<file path="config.mk">
export PLATFORM = sky130hd
export DESIGN_NAME = sio_irq_agg
export DESIGN_NICKNAME = d
export VERILOG_FILES = /design/src/rtl/sio_irq_pkg.sv /design/src/rtl/sio_pin_change.sv /design/src/rtl/sio_sticky.sv /design/src/rtl/sio_ctl_regs.sv /design/src/rtl/sio_irq_agg.sv
export SDC_FILE = /design/constraint.sdc
export NUM_CORES = 1
export LEC_CHECK = 0
export BUFFER_PORTS_ARGS = -buffer_cell sky130_fd_sc_hd__buf_2
export CAP_MARGIN = 15
export CORE_MARGIN = 1
export CORE_UTILIZATION = 35
export DETAILED_ROUTE_END_ITERATION = 6
export GPL_TIMING_DRIVEN = 1
export HOLD_SLACK_MARGIN = 0.08
export PLACE_DENSITY = 0.55
export SYNTH_ARGS = -nofsm -noshare
export SYNTH_HDL_FRONTEND = slang
export SYNTH_SLANG_ARGS = --single-unit
</file>
<file path="constraint.sdc">
create_clock -name clk_i -period 1.6 [get_ports clk_i]
set_input_delay 0.4 -clock clk_i [delete_from_list [all_inputs] [get_ports clk_i]]
set_output_delay 0.4 -clock clk_i [all_outputs]
set_load 0.1 [all_outputs]
</file>
<file path="src/rtl/sio_irq_pkg.sv">
package sio_irq_pkg;
  localparam int unsigned STAT_W = 8;
  localparam int unsigned NPIN   = 3;
  localparam int unsigned NSTICK = 3;

  typedef enum logic [1:0] {
    REG_STATUS = 2'd0,
    REG_MASK   = 2'd1,
    REG_AUX    = 2'd2,
    REG_CHG    = 2'd3
  } reg_addr_e;

  localparam int unsigned B_TXA = 0;
  localparam int unsigned B_RXA = 1;
  localparam int unsigned B_BKA = 2;
  localparam int unsigned B_CTR = 3;
  localparam int unsigned B_TXB = 4;
  localparam int unsigned B_RXB = 5;
  localparam int unsigned B_BKB = 6;
  localparam int unsigned B_COS = 7;
endpackage

</file>
<file path="src/rtl/sio_pin_change.sv">
module sio_pin_change #(
  parameter int unsigned NPIN = 3
) (
  input  logic            clk_i,
  input  logic            rst_ni,
  input  logic [NPIN-1:0] pin_i,
  input  logic            clr_i,
  output logic [NPIN-1:0] flag_o
);
  logic [NPIN-1:0] s1_q, s2_q, prev_q, det;
  logic [1:0]      fill_q;
  logic            armed;

  assign armed = (fill_q == 2'd3);

  // hold off detection until the sync chain carries real pin levels
  always_ff @(posedge clk_i or negedge rst_ni) begin
    if (!rst_ni) fill_q <= '0;
    else if (!armed) fill_q <= fill_q + 2'd1;
  end

  for (genvar i = 0; i < NPIN; i++) begin : g_pin
    always_ff @(posedge clk_i or negedge rst_ni) begin
      if (!rst_ni) begin
        s1_q[i]   <= 1'b0;
        s2_q[i]   <= 1'b0;
        prev_q[i] <= 1'b0;
        flag_o[i] <= 1'b0;
      end else begin
        s1_q[i]   <= pin_i[i];
        s2_q[i]   <= s1_q[i];
        prev_q[i] <= s2_q[i];
        if (det[i])     flag_o[i] <= 1'b1;
        else if (clr_i) flag_o[i] <= 1'b0;
      end
    end
    assign det[i] = armed && (s2_q[i] != prev_q[i]);

    a_r6_change_sets : assert property (@(posedge clk_i) disable iff (!rst_ni)
      det[i] |=> flag_o[i]);
    a_r8_read_clears : assert property (@(posedge clk_i) disable iff (!rst_ni)
      (clr_i && !det[i]) |=> !flag_o[i]);
  end
endmodule

</file>
<file path="src/rtl/sio_sticky.sv">
module sio_sticky #(
  parameter int unsigned N = 3
) (
  input  logic         clk_i,
  input  logic         rst_ni,
  input  logic [N-1:0] set_i,
  input  logic [N-1:0] clr_i,
  output logic [N-1:0] q_o
);
  for (genvar i = 0; i < N; i++) begin : g_bit
    always_ff @(posedge clk_i or negedge rst_ni) begin
      if (!rst_ni)       q_o[i] <= 1'b0;
      else if (set_i[i]) q_o[i] <= 1'b1;
      else if (clr_i[i]) q_o[i] <= 1'b0;
    end

    a_r9_set_wins : assert property (@(posedge clk_i) disable iff (!rst_ni)
      set_i[i] |=> q_o[i]);
    a_r9_clear : assert property (@(posedge clk_i) disable iff (!rst_ni)
      (clr_i[i] && !set_i[i]) |=> !q_o[i]);
  end
endmodule

</file>
<file path="src/rtl/sio_ctl_regs.sv">
module sio_ctl_regs
  import sio_irq_pkg::*;
#(
  parameter int unsigned STAT_W = 8,
  parameter int unsigned NPIN   = 3
) (
  input  logic              clk_i,
  input  logic              rst_ni,
  input  logic [1:0]        addr_i,
  input  logic              wr_i,
  input  logic [STAT_W-1:0] wdata_i,
  output logic [STAT_W-1:0] mask_o,
  output logic [NPIN-1:0]   en_o
);
  always_ff @(posedge clk_i or negedge rst_ni) begin
    if (!rst_ni) begin
      mask_o <= '0;
      en_o   <= '0;
    end else if (wr_i) begin
      if (addr_i == REG_MASK) mask_o <= wdata_i;
      if (addr_i == REG_AUX)  en_o   <= wdata_i[NPIN-1:0];
    end
  end

  a_r10_mask_write : assert property (@(posedge clk_i) disable iff (!rst_ni)
    (wr_i && addr_i == REG_MASK) |=> (mask_o == $past(wdata_i)));
  a_r10_mask_hold : assert property (@(posedge clk_i) disable iff (!rst_ni)
    !(wr_i && addr_i == REG_MASK) |=> $stable(mask_o));
endmodule

</file>
<file path="src/rtl/sio_irq_agg.sv">
module sio_irq_agg
  import sio_irq_pkg::*;
(
  input  logic        clk_i,
  input  logic        rst_ni,
  input  logic [1:0]  bus_addr_i,
  input  logic        bus_wr_i,
  input  logic        bus_rd_i,
  input  logic [7:0]  bus_wdata_i,
  output logic [7:0]  bus_rdata_o,
  input  logic        rx_rdy_a_i,
  input  logic        tx_rdy_a_i,
  input  logic        brk_set_a_i,
  input  logic        brk_clr_a_i,
  input  logic        rx_rdy_b_i,
  input  logic        tx_rdy_b_i,
  input  logic        brk_set_b_i,
  input  logic        brk_clr_b_i,
  input  logic        ctr_set_i,
  input  logic        ctr_clr_i,
  input  logic [2:0]  pin_i,
  output logic        irq_o
);
  logic [STAT_W-1:0] status, mask;
  logic [NPIN-1:0]   chg_flag, chg_en;
  logic [NSTICK-1:0] stk_set, stk_clr, stk_q;
  logic              chg_rd;

  assign chg_rd  = bus_rd_i && (bus_addr_i == REG_CHG);
  // sticky order: 0 break A, 1 counter/timer, 2 break B
  assign stk_set = {brk_set_b_i, ctr_set_i, brk_set_a_i};
  assign stk_clr = {brk_clr_b_i, ctr_clr_i, brk_clr_a_i};

  sio_pin_change #(.NPIN(NPIN)) u_pins (
    .clk_i, .rst_ni, .pin_i, .clr_i(chg_rd), .flag_o(chg_flag)
  );

  sio_sticky #(.N(NSTICK)) u_stk (
    .clk_i, .rst_ni, .set_i(stk_set), .clr_i(stk_clr), .q_o(stk_q)
  );

  sio_ctl_regs #(.STAT_W(STAT_W), .NPIN(NPIN)) u_regs (
    .clk_i, .rst_ni, .addr_i(bus_addr_i), .wr_i(bus_wr_i),
    .wdata_i(bus_wdata_i), .mask_o(mask), .en_o(chg_en)
  );

  always_comb begin
    status        = '0;
    status[B_TXA] = tx_rdy_a_i;
    status[B_RXA] = rx_rdy_a_i;
    status[B_BKA] = stk_q[0];
    status[B_CTR] = stk_q[1];
    status[B_TXB] = tx_rdy_b_i;
    status[B_RXB] = rx_rdy_b_i;
    status[B_BKB] = stk_q[2];
    status[B_COS] = |(chg_flag & chg_en);
  end

  always_comb begin
    bus_rdata_o = '0;
    if (bus_rd_i) begin
      unique case (bus_addr_i)
        REG_STATUS: bus_rdata_o = status;
        REG_MASK:   bus_rdata_o = mask;
        REG_AUX:    bus_rdata_o[NPIN-1:0] = chg_en;
        REG_CHG:    bus_rdata_o[NPIN-1:0] = chg_flag;
        default:    bus_rdata_o = '0;
      endcase
    end
  end

  always_ff @(posedge clk_i or negedge rst_ni) begin
    if (!rst_ni) irq_o <= 1'b0;
    else         irq_o <= |(status & mask);
  end

  a_r2_irq_rise : assert property (@(posedge clk_i) disable iff (!rst_ni)
    ((status & mask) != '0) |=> irq_o);
  a_r3_irq_masked : assert property (@(posedge clk_i) disable iff (!rst_ni)
    ((status & mask) == '0) |=> !irq_o);
  a_r7_cos_gated : assert property (@(posedge clk_i) disable iff (!rst_ni)
    (chg_en == '0) |-> !status[B_COS]);
  a_r10_idle_bus : assert property (@(posedge clk_i) disable iff (!rst_ni)
    !bus_rd_i |-> (bus_rdata_o == '0));
endmodule

</file>
# After elaboration in Yosys (flattened, before gate mapping)
# Index checks and enable logic that the tools add are counted.
word_totals:
  register_bits: 29
  in_bits: 27
  output_inout_bits: 9
  wordCells: 57
op_classes:
  add_sub_neg: 1
  eq_ne: 7
  n_mux: 13
  bitwise: 2
  reduce_logical: 15
op_table:
  columns: ["cell", "n"]
  rows:
  - ["one-hot mux 3 bit (4 select lines)", 1]
  - ["nonzero test 2 bit", 6]
  - ["2-to-1 mux 1 bit", 10]
  - ["one-hot mux 5 bit (2 select lines)", 1]
  - ["AND 8 bit", 1]
  - ["2-to-1 mux 8 bit", 1]
  - ["OR reduction 8 bit", 1]
  - ["equality test 2 bit (second input constant)", 3]
  - ["logical AND 1 bit", 4]
  - ["AND reduction 2 bit", 2]
  - ["AND 3 bit", 1]
  - ["inequality test 1 bit", 3]
  - ["OR reduction 3 bit", 1]
  - ["adder 2 x 1 -> 2 bit (second input constant)", 1]
  - ["equality test 2 x 1 -> 1 bit (second input constant)", 1]
  - ["zero test 2 bit", 1]

# Depth between registers and ports, before layout
# Gate-level depths: netlist of the first run.
depth:
  depth_word: 4
  mapped_depth: 3
  depth_no_buf: 2

# By module
# Synthesis of the first run repeated with hierarchy kept, for this count alone.
unflattened:
  cells_unflattened: 84
  area_unflattened_um2: 1233.7
modules_own_cells:
  columns: ["mod", "n_inst", "cells_per_inst", "area_each_um2", "seq_area_each_um2"]
  rows:
  - ["sio_pin_change", 1, 24, 442.9, 350.3]
  - ["sio_ctl_regs", 1, 24, 426.7, 275.3]
  - ["sio_irq_agg", 1, 27, 255.2, 25.0]
  - ["sio_sticky", 1, 9, 108.9, 75.1]

# Worst setup path after synthesis of the first run
# No wires, ideal clock.
synth_path:
  kind: "input port to output port"
  startpoint: "in bus_addr_i[0]"
  endpoint: "out bus_rdata_o[7]"
  arrival_ns: 2.905
  required_ns: 1.200
  slack_ns: -1.705
  cell_stages: 3
  n_path_buf: 1
  path_cell_list: "buf_6 > nor2b_1 > a211oi_1"
synth_between:
  elab_chain_len: 3
  elab_cells_between_ends: 4
  classes_between: "1 x eq/ne; 2 x mux; 1 x reduce/logical"
synth_lines:
  columns: ["item", "line", "text"]
  rows:
  - ["from (decl)", "sio_irq_agg.sv:6", "input logic [1:0] bus_addr_i,"]
  - ["equality test 2 x 1 -> 1 bit / zero test 2 bit (equally long branches)", "sio_irq_agg.sv:62", "unique case (bus_addr_i)"]
  - ["one-hot mux 5 bit (2 select lines) *", "sio_irq_agg.sv:62", null]
  - ["2-to-1 mux 8 bit *", "sio_irq_agg.sv:61", "if (bus_rd_i) begin"]
  - ["to (decl)", "sio_irq_agg.sv:10", "output logic [7:0] bus_rdata_o,"]
# Every way passes the cells marked *; elsewhere a longest branch is shown, timed or not.

# Worst setup path in the final report of the first run
layout_path:
  startpoint: "reg u_pins.flag_o[2]"
  endpoint: "out bus_rdata_o[7]"
layout_between:
  elab_chain_len: 4
layout_lines:
  columns: ["item", "line", "text"]
  rows:
  - ["from (decl)", "sio_pin_change.sv:8", "output logic [NPIN-1:0] flag_o"]
  - ["from (signal, indexed assignment)", "sio_pin_change.sv:28", "flag_o[i] <= 1'b0;"]
  - ["from (signal, indexed assignment)", "sio_pin_change.sv:33", "if (det[i]) flag_o[i] <= 1'b1;"]
  - ["from (signal, indexed assignment)", "sio_pin_change.sv:34", "else if (clr_i) flag_o[i] <= 1'b0;"]
  - ["AND 3 bit", "sio_irq_agg.sv:56", "status[B_COS] = |(chg_flag & chg_en);"]
  - ["OR reduction 3 bit", "sio_irq_agg.sv:56", null]
  - ["one-hot mux 5 bit (2 select lines)", "sio_irq_agg.sv:62", null]
  - ["2-to-1 mux 8 bit", "sio_irq_agg.sv:61", null]
# No other way between the ends.

==> flow_summary.json, run 1 <==
{
  "outcome": "finished, violations left",
  "fmax_mhz": 500,
  "ant_nets": 0,
  "finalHoldViolCount": 0,
  "dp_hpwl_um": 1860,
  "finalNonFillerCells": 190,
  "ys_ff_latch": 29,
  "seq_area_frac_synth": 0.593,
  "worst_setup_hold_path_clk_slew_ps": 90,
  "num_vias": 875,
  "critPathMaxFanout": 2,
  "finalCritPeriodShare": 1.25,
  "arrival_ps": 1600,
  "netSwitchingFraction": 0.277,
  "synth_area_per_cell_um2": 14.7,
  "grt_max_degree": 30,
  "grt_pass1_wl_um": 3960,
  "grt_use_total": 0.154,
  "p_switching_mw": 0.605,
  "p_comb_frac": 0.266,
  "antenna_cells": 0,
  "tightest_slew_ps": 622,
  "fp.coreArea_um2": 3340,
  "htree_levels": 2,
  "cts_tree": "built",
  "start_util": 0.367,
  "worstHoldPathType": "in2async",
  "root_buffer": "clkbuf_4",
  "cp.required_ps": 1200,
  "syn2layout_area_growth_pct": 55.6,
  "finalPower_mw": 2.19,
  "intPower_mw": 1.58,
  "rsz0062_at_grt": "yes",
  "final_cell_mix": "dfrtp_1 (29), buf_2 (26), buf_4 (16)",
  "final_common_cell": "dfrtp_1",
  "firstDrtPassIters": 4,
  "ys_types": 23,
  "dieArea_um2": 3740,
  "cts-buffers-inserted": 5,
  "die_w_um": 61.1,
  "seqPwrFrac": 0.397,
  "ys_warn_count": 0,
  "worst_setup_path_end_kind": "output port",
  "cts.sinks": 29,
  "place.gp.congestion": 0.712,
  "synth_fp_nets": 111,
  "crit_type": "reg2out",
  "rows": 21,
  "dpl_cell_area_um2": 1700,
  "synth_area_um2": 1220,
  "grt_antenna_before_repair": 0,
  "startpoint_type": "flip-flop",
  "worstSkewPairLatency_ps": 320,
  "ir_drop_uv": 784,
  "fin_crit_ps": 2000,
  "violations": "negative setup slack",
  "leakagePower_nw": 0.871,
  "dp_cells": 179,
  "yosys.area.top_type": "dfrtp_1",
  "cts_buffer_depth": 2,
  "finClkSkew_ps": 6.66,
  "p_clk_frac": 0.336,
  "pre_cts_ws_ps": -374,
  "maxCapViolCount": 0,
  "wl_um": 2530,
  "fin_ws_ps": -400,
  "fin_nets": 171,
  "syn_inst": 83,
  "setup_viol": 4,
  "die_height_um": 61.1,
  "portBuffers": 35,
  "synth_area_leaders": "dfrtp_1 (59%), mux2_2 (11%), mux4_1 (4.3%), mux2i_1 (3.3%), a22o_1 (2.1%)",
  "power_density_nw_per_um2": 1150,
  "drive_gt1_frac": 0.632,
  "grt_overflow_total": 0,
  "drc": 0,
  "post_drt_wl_per_cell_um": 13.3,
  "io_pins": 36,
  "max_slew_margin": 0.585,
  "grt_pass1_vias": 856,
  "maxSlewViolCount": 0,
  "hold_slack_ps": 87.0,
  "yosysTopAreaCellShare": 0.593,
  "final_cell_area_um2": 1900,
  "drt_iter0_markers": 42,
  "via_per_inst": 4.61
}
-- Yosys cell counts --
cell type	instances
dfrtp_1	29
mux2_2	12
inv_1	5
mux2i_1	4
nor2_1	4
a21o_1	3
a22o_1	3
and2_1	3
xor2_1	3
a222oi_1	2
a22oi_1	2
mux4_1	2
a211oi_1	1
buf_6	1
ha_1	1
mux4_2	1
nand2b_1	1
nand3_1	1
nand3b_1	1
nand3b_2	1
nor2b_1	1
o2111ai_1	1
xnor2_1	1
-- repair_timing --
item	in CTS	in global routing
pin swaps	4	3
buffers inserted	1	2
hold buffers	0	0
setup endpoints to repair	8	6
resized for setup	20	4
-- worst max-delay path: stages (launching register included) --
cell and delay [ps]:
dfrtp_1 400, buf_6 120, a222oi_1 340, buf_4 190, a211oi_4 60, buf_12 160
-- sequential cells by signal, summed over array words and instances (netlist names) --
name           count
u_stk.q_o          3
u_pins.s1_q        3
u_pins.prev_q      3
u_pins.flag_o      3
irq_o              1
u_pins.fill_q      2
u_regs.en_o        3
u_pins.s2_q        3
u_regs.mask_o      8
-- layer usage --
layer  share of wire  vias up  track usage
li1                -      423            -
met3           0.054        2       0.0567
met1            0.45      424        0.196
met4          0.0067        0       0.0584
met2            0.49       26        0.241
met5               0        -            0
-- path summary, 6_finish.rpt --
path | slack, ps | cells past startpoint | endpoint | start
min in group clk_i | 180 | 1 | u_pins.s1_q[0] | pin_i[0]
max | -400 | 5 | bus_rdata_o[7] | u_pins.flag_o[2]
max in group asynchronous | 1100 | 1 | u_regs.en_o[2] | rst_ni
min | 90 | 1 | u_regs.mask_o[5] | rst_ni
max reg2reg | 230 | 5 | irq_o | u_pins.flag_o[2]
min reg2reg | 360 | 0 | u_pins.s2_q[0] | u_pins.s1_q[0]
-- cells by family after synthesis --
logic type / Yosys count / synth area share
flip-flops: 29 / 0.593
multiplexers: 19 / 0.204
AO/OA/AOI/OAI: 12 / 0.0818
AND/OR/NAND/NOR: 12 / 0.0573
buffers and inverters: 6 / 0.0245
XOR/XNOR: 4 / 0.0286
adder cells (fa/ha/maj): 1 / 0.0102
-- area by class of cell --
class                           count  area, um^2
Clock inverter                      3        65.1
Inverter                            5        18.8
Multi-Input combinational cell     48         541
Fill cell                         288        1430
Clock buffer                        5        37.5
Sequential cell                    29         726
Tap cell                           46        57.6
Timing Repair Buffer               54         459
-- power by group through the flow --
| stage | clock network, mW | logic (mW) | registers (mW) |
|---|---|---|---|
| global placement | 0 | 0.509 | 0.872 |
| detailed placement | 0 | 0.520 | 0.875 |
| global route | 0.789 | 0.617 | 0.877 |
| finish | 0.735 | 0.582 | 0.868 |
| floorplan | 0 | 0.305 | 0.887 |
| CTS | 0.756 | 0.571 | 0.865 |
-- per-stage QoR --
step	setup TNS [ps]	utilization
global placement	-1120	0.508
floorplan	-750	-
finish	-1310	0.571
detailed placement	-1210	0.508
global route	-1610	0.571
CTS	-1410	0.560
Note: power is estimated with default switching activity, not from simulation.
==> inputs of run 2 (changes only) <==
--- a/config.mk
+++ b/config.mk
@@ -8,11 +8,12 @@
 export BUFFER_PORTS_ARGS = -buffer_cell sky130_fd_sc_hd__buf_2
 export CAP_MARGIN = 15
 export CORE_MARGIN = 1
-export CORE_UTILIZATION = 35
+export CORE_UTILIZATION = 50
 export DETAILED_ROUTE_END_ITERATION = 6
 export GPL_TIMING_DRIVEN = 1
 export HOLD_SLACK_MARGIN = 0.08
-export PLACE_DENSITY = 0.55
+export PLACE_DENSITY = 0.74
 export SYNTH_ARGS = -nofsm -noshare
 export SYNTH_HDL_FRONTEND = slang
+export SYNTH_HIERARCHICAL = 1
 export SYNTH_SLANG_ARGS = --single-unit
==> run 2 against run 1 <==
Power is 5.0% lower. Critical endpoint unchanged. Critical path type unchanged. Design area is 1.2% lower. The run still ends with negative setup slack left. Largest cell class unchanged. Synthesized cell count is 1.2% higher. Worst hold slack better by 5.0 ps.
==> flow_summary.json, run 2 <==
{
  "yosys_most_used_dff": "dfrtp_1",
  "maxSlewViolCount": 0,
  "setup_viol": 4,
  "ff2ff_path_depth": 3,
  "yosys.area.top_type": "dfrtp_1",
  "cts-buffers-inserted": 5,
  "synth_common_cells": "dfrtp_1 (29), mux2_2 (11), inv_1 (6), mux2i_1 (4), nor2_1 (4)",
  "largest_reg_flops": 8,
  "ant_nets": 0,
  "grt_pass1_vias": 940,
  "max_slew_margin": 0.580,
  "outcome": "finished, violations left",
  "fmax_mhz": 508,
  "synth_edf_count": 0,
  "io_pins": 36,
  "ys_types": 23,
  "syn_inst": 84,
  "antenna_cells": 0,
  "ys_warn_count": 6,
  "multi_input_area_um2": 549,
  "rsz0062_at_grt": "yes",
  "start_util": 0.542,
  "via_per_inst": 5.19,
  "fp.coreArea_um2": 2280,
  "leakagePower_nw": 0.883,
  "regMostFlops": "u_regs/mask_o",
  "worst_setup_hold_path_clk_slew_ps": 100,
  "ir_drop_uv": 919,
  "grt_antenna_before_repair": 0,
  "die_height_um": 51.7,
  "syn2layout_area_growth_pct": 52.4,
  "grt_max_degree": 30,
  "finalHoldViolCount": 0,
  "rows": 17,
  "final_cell_mix": "dfrtp_1 (29), buf_2 (26), buf_4 (15)",
  "fin_ws_ps": -368,
  "crit_type": "reg2out",
  "synth_area_per_cell_um2": 14.7,
  "cts_hold_buffers": 0,
  "finClkSkew_ps": 12.4,
  "finalCritPeriodShare": 1.23,
  "seqCellArea_um2": 726,
  "yosys.area_share.simple": 0.0649,
  "root_buffer": "clkbuf_4",
  "r2r_start": "u_stk/q_o[0]",
  "seq_area_frac_synth": 0.588,
  "cts_tree": "built",
  "grt_use_total": 0.238,
  "synthMuxAreaShare": 0.200,
  "synth_top_family_by_area": "multiplexers",
  "postSynth.asyncResetShare": 1.00,
  "portBuffers": 35,
  "reg2reg_setup_slack_ps": 280,
  "drc": 0,
  "worstSkewPairLatency_ps": 320,
  "cts.sinks": 29,
  "cp.required_ps": 1200,
  "fin_nets": 172,
  "synth_fa_ha_area_frac": 0.0101,
  "cts_buffer_depth": 2,
  "dieArea_um2": 2670,
  "arrival_ps": 1570,
  "grt_pass1_wl_um": 4230,
  "synth_most_common_cell": "dfrtp_1",
  "yosysTopAreaCellShare": 0.588,
  "place.gp.congestion": 0.728,
  "wl_um": 2750,
  "rr_endpoint": "irq_o",
  "grt_overflow_total": 0,
  "ys_ff_latch": 29,
  "worst_setup_path_end_kind": "output port",
  "htree_levels": 2,
  "tightest_slew_ps": 629,
  "drive_gt1_frac": 0.621,
  "firstDrtPassIters": 4,
  "synth_xor_area_frac": 0.0284,
  "violations": "negative setup slack",
  "post_drt_wl_per_cell_um": 15.9,
  "num_vias": 898,
  "startpoint_type": "flip-flop",
  "fin_crit_ps": 1970,
  "critPathMaxFanout": 2,
  "dp_hpwl_um": 1930,
  "power_density_nw_per_um2": 1100,
  "maxCapViolCount": 0,
  "synth_area_leaders": "dfrtp_1 (59%), mux2_2 (10%), mux4_2 (5.5%), mux2i_1 (3.2%), a22o_1 (2.1%)",
  "synth_fp_nets": 112,
  "synth_compound_area_frac": 0.0811,
  "synth_area_um2": 1230,
  "pre_cts_ws_ps": -326,
  "fillerInstances": 116,
  "die_w_um": 51.7,
  "utilization": 0.826,
  "worstHoldPathType": "in2async",
  "final_common_cell": "dfrtp_1",
  "drt_iter0_markers": 17
}
-- run 2: timing repair --
action / CTS / global route
setup buffers: 2 / 3
pin swaps: 2 / 2
endpoints found under the setup margin: 8 / 8
gates resized for setup: 20 / 3
-- run 2: area by class of cell --
type | instances | area share
well taps | 28 | 0.0186
clock inverters | 1 | 0.0160
inverters | 6 | 0.0120
flip-flops and latches | 29 | 0.386
multi-input cells | 48 | 0.292
clock buffers | 7 | 0.0293
repair buffers | 54 | 0.246
-- run 2: per-stage QoR --
| stage | TNS, ps | hold slack (ps) | power [mW] | std cells | area, um^2 |
|---|---|---|---|---|---|
| global route | -1570 | 125 | 2.17 | 173 | 1880 |
| global placement | -1210 | 339 | 1.38 | 160 | 1670 |
| finish | -1240 | 92.0 | 2.08 | 173 | 1880 |
| floorplan | -820 | 104 | 1.20 | 84 | 1300 |
| detailed placement | -1350 | 345 | 1.40 | 160 | 1670 |
| CTS | -1360 | 89.3 | 2.08 | 170 | 1850 |
-- run 2: layer usage --
metal / global-route usage / wire, um / vias up
met5: 0 / 0 / -
met4: 0.0811 / 9 / 0
met3: 0.0877 / 124 / 2
met2: 0.400 / 1440 / 29
met1: 0.279 / 1170 / 442
li1: - / - / 425
-- run 2: worst max-delay path, cell delays in order, from the launching register on --
cell	delay, ps
dfrtp_1	400
buf_6	120
a222oi_1	300
buf_4	200
a211oi_4	60
buf_12	170
-- run 2: worst max-delay path by stage --
stage,startpoint,to,slack (ps),depth (start not counted)
2_1_floorplan,bus_addr_i[0],bus_rdata_o[7],-260,3
3_3_place_gp,bus_addr_i[0],bus_rdata_o[0],-290,4
3_5_place_dp,bus_addr_i[0],bus_rdata_o[2],-330,4
4_1_cts,u_pins/flag_o[1],bus_rdata_o[7],-400,5
5_1_grt,u_regs/en_o[1],bus_rdata_o[7],-450,5
6_report,u_regs/en_o[1],bus_rdata_o[7],-370,5
-- run 2: cells by family (layout without fill, tap and decap cells) --
kind of cell / Yosys count / in the layout
AND/OR/NAND/NOR: 12 / 12
adder cells (fa/ha/maj): 1 / 1
multiplexers: 19 / 19
AO/OA/AOI/OAI: 12 / 12
buffers and inverters: 7 / 68
flip-flops: 29 / 29
XOR/XNOR: 4 / 4
-- run 2: power by group --
group | internal [mW] | total (mW) | switching [mW]
logic | 0.289 | 0.595 | 0.306
registers | 0.810 | 0.867 | 0.0566
clock network | 0.373 | 0.613 | 0.240
